<file path="src/rtl/fsup_pkg.sv">
package fsup_pkg;

    typedef enum logic [2:0] {
        FC_NONE     = 3'd0,
        FC_OVERCUR  = 3'd1,
        FC_OVERVOLT = 3'd2,
        FC_SHORT    = 3'd3,
        FC_THERMAL  = 3'd4
    } fault_code_e;

    typedef struct packed {
        logic thermal;
        logic short_ckt;
        logic overvolt;
        logic overcur;
    } fault_ev_t;

    function automatic fault_code_e pick_first(fault_ev_t ev);
        if (ev.overcur)        return FC_OVERCUR;
        else if (ev.overvolt)  return FC_OVERVOLT;
        else if (ev.short_ckt) return FC_SHORT;
        else if (ev.thermal)   return FC_THERMAL;
        return FC_NONE;
    endfunction

    function automatic int max2(int a, int b);
        return (a > b) ? a : b;
    endfunction

endpackage

</file>
<file path="src/rtl/fsup_supply.sv">
module fsup_supply (
    input  logic clk,
    input  logic rst,
    input  logic vcc_above_hi,
    input  logic vcc_below_lo,
    input  logic fb_normal,
    output logic powered,
    output logic startup
);
    always_ff @(posedge clk) begin
        if (rst || vcc_below_lo) begin
            powered <= 1'b0;
            startup <= 1'b0;
        end else begin
            if (vcc_above_hi)
                powered <= 1'b1;
            if (!powered && vcc_above_hi)
                startup <= 1'b1;
            else if (fb_normal)
                startup <= 1'b0;
        end
    end
endmodule

</file>
<file path="src/rtl/fsup_qual_timer.sv">
module fsup_qual_timer #(
    parameter int W = 8
) (
    input  logic         clk,
    input  logic         rst,
    input  logic         clr,
    input  logic         cond,
    input  logic [W-1:0] limit,
    output logic         trip
);
    logic [W-1:0] cnt;
    logic         at_lim;

    assign at_lim = (cnt >= limit - W'(1));
    assign trip   = cond && at_lim;

    always_ff @(posedge clk) begin
        if (rst || clr || !cond)
            cnt <= '0;
        else if (!at_lim)
            cnt <= cnt + W'(1);
    end
endmodule

</file>
<file path="src/rtl/fsup_first_fault.sv">
module fsup_first_fault
    import fsup_pkg::*;
(
    input  logic        clk,
    input  logic        rst,
    input  logic        clr,
    input  logic        en,
    input  fault_ev_t   ev,
    output fault_code_e code
);
    always_ff @(posedge clk) begin
        if (rst || clr)
            code <= FC_NONE;
        else if (en && code == FC_NONE && (|ev))
            code <= pick_first(ev);
    end
endmodule

</file>
<file path="src/rtl/fault_supervisor.sv">
module fault_supervisor
    import fsup_pkg::*;
#(
    parameter int SCP_CYC       = 575000,
    parameter int SCP_START_CYC = 25000000,
    parameter int BO_CYC        = 6000000
) (
    input  logic       clk,
    input  logic       rst,
    input  logic       ocp_trip,
    input  logic       ovp_trip,
    input  logic       fb_short_low,
    input  logic       fb_normal,
    input  logic       cycle_start,
    input  logic       cycle_by_timer,
    input  logic       in_below_bo,
    input  logic       in_above_bi,
    input  logic       temp_hot,
    input  logic       temp_cool,
    input  logic       vcc_above_hi,
    input  logic       vcc_below_lo,
    output logic       sw_en,
    output logic [2:0] fault_code
);
    localparam int SCP_W = $clog2(max2(SCP_CYC, SCP_START_CYC) + 1);
    localparam int BO_W  = $clog2(BO_CYC + 1);

    logic        powered, startup;
    logic        timer_mode, bo_active, therm_hold;
    logic        scp_cond, scp_trip, bo_cond, bo_trip;
    logic [SCP_W-1:0] scp_limit;
    fault_ev_t   ev;
    fault_code_e code;

    fsup_supply u_supply (
        .clk(clk), .rst(rst),
        .vcc_above_hi(vcc_above_hi), .vcc_below_lo(vcc_below_lo),
        .fb_normal(fb_normal),
        .powered(powered), .startup(startup)
    );

    // Launch source of the most recent switching cycle
    always_ff @(posedge clk) begin
        if (rst || vcc_below_lo)
            timer_mode <= 1'b0;
        else if (cycle_start)
            timer_mode <= cycle_by_timer;
    end

    assign scp_limit = startup ? SCP_W'(SCP_START_CYC) : SCP_W'(SCP_CYC);
    assign scp_cond  = powered && (code == FC_NONE) && fb_short_low && timer_mode;

    fsup_qual_timer #(.W(SCP_W)) u_scp_timer (
        .clk(clk), .rst(rst), .clr(vcc_below_lo),
        .cond(scp_cond), .limit(scp_limit), .trip(scp_trip)
    );

    assign bo_cond = powered && in_below_bo && !bo_active;

    fsup_qual_timer #(.W(BO_W)) u_bo_timer (
        .clk(clk), .rst(rst), .clr(vcc_below_lo),
        .cond(bo_cond), .limit(BO_W'(BO_CYC)), .trip(bo_trip)
    );

    // Brownout: self-releasing hold
    always_ff @(posedge clk) begin
        if (rst || vcc_below_lo)
            bo_active <= 1'b0;
        else if (bo_trip)
            bo_active <= 1'b1;
        else if (in_above_bi)
            bo_active <= 1'b0;
    end

    // Thermal hold survives supply cycles; only cooling releases it
    always_ff @(posedge clk) begin
        if (rst)
            therm_hold <= 1'b0;
        else if (temp_hot)
            therm_hold <= 1'b1;
        else if (temp_cool)
            therm_hold <= 1'b0;
    end

    always_comb begin
        ev.overcur   = ocp_trip;
        ev.overvolt  = ovp_trip;
        ev.short_ckt = scp_trip;
        ev.thermal   = temp_hot;
    end

    fsup_first_fault u_latch (
        .clk(clk), .rst(rst), .clr(vcc_below_lo),
        .en(powered), .ev(ev), .code(code)
    );

    assign fault_code = code;
    assign sw_en = powered && (code == FC_NONE) && !bo_active && !therm_hold
                   && !ocp_trip && !ovp_trip && !temp_hot;
endmodule

</file>
<file path="config.mk">
export PLATFORM = sky130hd
export DESIGN_NAME = fault_supervisor
export DESIGN_NICKNAME = d
export VERILOG_FILES = /design/src/rtl/fsup_pkg.sv /design/src/rtl/fsup_supply.sv /design/src/rtl/fsup_qual_timer.sv /design/src/rtl/fsup_first_fault.sv /design/src/rtl/fault_supervisor.sv
export SDC_FILE = /design/constraint.sdc
export NUM_CORES = 1
export LEC_CHECK = 0
export BUFFER_PORTS_ARGS = -buffer_cell sky130_fd_sc_hd__buf_2
export CAP_MARGIN = 40
export CORE_MARGIN = 8
export CORE_UTILIZATION = 44
export CTS_BUF_LIST = sky130_fd_sc_hd__clkbuf_8
export DETAILED_ROUTE_END_ITERATION = 10
export PLACE_DENSITY = 0.7
export SYNTH_ARGS = -nofsm -noshare
export SYNTH_HDL_FRONTEND = slang
export SYNTH_SLANG_ARGS = --single-unit
</file>
<file path="constraint.sdc">
create_clock -name clk -period 2.59 [get_ports clk]
set_input_delay 0.1295 -clock clk [delete_from_list [all_inputs] [get_ports clk]]
set_output_delay 0.1295 -clock clk [all_outputs]
set_load 0.01 [all_outputs]
</file>
==> results.py <==
metrics = {
    "run_status": {
        "outcome": "complete, no violations",
    },
    "timing": {
        "fin_hold_ws_ps": 49.03,
        "finalClockSkew_ps": 10.24,
        "tightest_slew_ps": 650.0,
        "setup-violations-final": 0,
        "slew_headroom_pct": 56.38,
        "rsz0062_at_grt": "no",
        "hold_viol": 0,
        "max_freq_mhz": 409.9,
        "fin_crit_ps": 2439,
        "drv_slew": 0,
        "finalCritPeriodShare_pct": 94.19,
    },
    "grt": {
        "grt_pass1_wl_microns": 10810,
        "antenna_found_initial": 0,
        "grt_remaining_overflow": 0,
        "grt_pass1_vias": 2444,
        "grt_usage_pct": 13.09,
        "grt_max_degree": 25,
    },
    "clock_network": {
        "h-tree-depth": 2,
        "cts_buffers": 5,
        "clk_latency_ps": 320,
        "cts-root-buf": "clkbuf_8",
        "cts_tree": "yes",
        "clock_path_buffers": 2,
        "cts_sinks": 56,
        "cts.clk_slew.worst_paths_ps": 110,
    },
    "final_layout": {
        "layout-drive-gt1-share_pct": 12.73,
        "fin_cells": 457,
        "ff_latch_area_sq_um": 1121,
        "multi_input_area_sq_um": 1787,
        "layout_common_cells": "dfxtp_1 (56), nor2_1 (39), a21oi_1 (25), nand4_1 (23)",
        "fill_cells": 624,
        "area_growth_pct": 11.55,
        "fin_nets": 406,
        "antenna_cells": 0,
        "fin_area_sq_um": 3322,
        "final_common_cell": "dfxtp_1",
    },
    "logic_synthesis": {
        "ys_ff_latch": 56,
        "synth_edf_count": 0,
        "syn_area_sq_um": 2978,
        "syn_avg_cell_area_sq_um": 8.508,
        "yosysSeqAreaShare_pct": 37.65,
        "synth_area_leader_cell": "dfxtp_1",
        "yosysWarningCount": 0,
        "async_flop_share_pct": 0,
        "synth.distinct_cells": 46,
        "synth_top_area_share_pct": 37.65,
        "synth_area_leaders": "dfxtp_1 (38%), ha_1 (6.7%), xor2_1 (6.5%)",
        "ys.flop_type": "dfxtp_1",
        "syn_inst": 350,
        "syn-num-nets": 380,
    },
    "job": {
        "maxCapViolations": 0,
    },
    "detailed_routing": {
        "routedWlPerCell_microns": 13.62,
        "drtIter0Drc": 198,
        "ant_nets": 0,
        "vias": 2634,
        "dr.pass1.iters": 4,
        "wl_microns": 6225,
        "via_per_inst": 5.764,
        "drc": 0,
    },
    "critical_path": {
        "critPathMaxFanout": 12,
        "crit_buf_inv": 2,
        "setup.worst_path.class": "flip-flop to flip-flop",
        "end_kind": "flip-flop",
        "critical_path_required_ps": 2860,
        "arrival_ps": 2700,
        "cp-start-kind": "flip-flop",
        "cpPeakStageDelay_ps": 470,
        "slowest_stage": "or4_1",
        "path_delay_family": "simple AND/OR/NAND/NOR gates",
        "crit_path_cell_trace": "inv_2 -> ha_1 -> a21oi_1 -> nor2_1 -> o41ai_4 -> nand4_2 -> buf_4 -> or4_1 -> nand2_1",
    },
    "die": {
        "rows": 30,
        "fp.dieW_microns": 98.27,
        "coreArea_sq_um": 6681,
        "die-height_microns": 98.27,
        "initial_core_util_pct": 44.57,
        "fp.dieArea_sq_um": 9656,
        "ioPinCount": 18,
    },
    "placed_design": {
        "placed_area_sq_um": 3196,
        "gp_congestion": 0.8370,
        "portBuffers": 17,
        "hpwl_microns": 4546,
        "place_inst": 447,
    },
    "pwr": {
        "peakVddDrop_mv": 0.2581,
        "powerDensity_nw_per_um2": 427.0,
        "pwr-share-clk_pct": 35.6,
        "pwr-share-seq_pct": 61.1,
        "switching_power_uw": 333.9,
        "power_uw": 1418,
        "comb_power_share_pct": 3.3,
        "leakage_uw": 0.001161,
        "internal_power_uw": 1084,
        "sw_frac_of_total_pct": 23.54,
    },
    "hold_path": {
        "hold_class": "input pin to flip-flop",
    },
}
cells in the mapped netlist (2+ instances only):
library cell,instances
a31oi_1,3
mux2i_1,3
xor2_1,22
o21ai_0,19
nor2_1,39
or2_2,2
xnor2_1,3
and3_1,8
nor3_1,7
or3_1,15
o211ai_1,2
o21ai_1,3
a21oi_1,25
nand4_1,23
nand2_1,22
dfxtp_1,56
nor4_1,3
nand3_1,16
o31ai_1,3
ha_1,16
inv_1,9
and4_1,2
or4_1,3
o311ai_0,2
and2_1,4
nand4b_1,6
nand4_2,2
clkbuf_1,9
nor2b_1,2
nand2b_1,5
layout make-up:
type                       instances  share of cell area (%)
multi-input combinational        274                   53.79
sequential                        56                   33.75
timing repair buffer              30                   5.574
tap                               80                   3.013
clock buffer                       5                   2.072
inverter                           9                   1.017
clock inverter                     3                  0.7910
worst min-delay path, stage by stage:
cell	delay [ps]
buf_2	100
nor2_1	40
nor2_1	70
state kept, by name (all words and copies together) (netlist names):
register          count
bo_active             1
therm_hold            1
timer_mode            1
u_bo_timer.cnt       23
u_latch.code          3
u_scp_timer.cnt      25
u_supply.powered      1
u_supply.startup      1
worst paths after layout:
kind,slack [ps],start,to,cells after the start
max,150,u_supply.startup,u_scp_timer.cnt[9],9
min,50,vcc_above_hi,u_supply.powered,3
max reg2reg,150,u_supply.startup,u_scp_timer.cnt[9],9
min reg2reg,490,therm_hold,therm_hold,2
metal layers:
metal	vias up	track usage (%)	share of wire, %
met2	51	21.34	46
met3	9	2.703	3.7
met5	-	0	0
met1	1233	16.61	49
li1	1341	-	-
met4	0	4.723	1.7
power groups by stage:
stage | sequential [uW] | clock (uW) | combinational, uW
after floorplan | 887 | 0 | 23.5
final | 867 | 505 | 46.7
after global placement | 887 | 0 | 43.1
after detailed placement | 887 | 0 | 45.0
after CTS | 867 | 521 | 46.5
after global routing | 868 | 547 | 52.5
cells by family after synthesis:
group / synth area share, %
multiplexers: 1.008
XOR/XNOR: 7.353
AND/OR/NAND/NOR: 30.55
flip-flops: 37.65
buffers and inverters: 2.815
AO/OA/AOI/OAI: 13.91
adder cells (fa/ha/maj): 6.723
stage by stage:
stage	TNS, ps	util, %	worst slack [ps]
4_1_cts	0	49.53	86.00
3_5_place_dp	-69.26	47.83	-39.30
6_report	0	49.72	150.6
3_3_place_gp	0	47.83	33.01
5_1_grt	0	49.72	1.601
2_1_floorplan	0	-	274.8
timing repair:
action,in CTS,in global routing
hold endpoints to repair,1,0
gates resized for setup,2,1
pin swaps,0,3
hold buffers,1,0
setup endpoints to repair,8,10
buffers inserted,0,1
No activity file was read; power rests on OpenSTA's default activity.
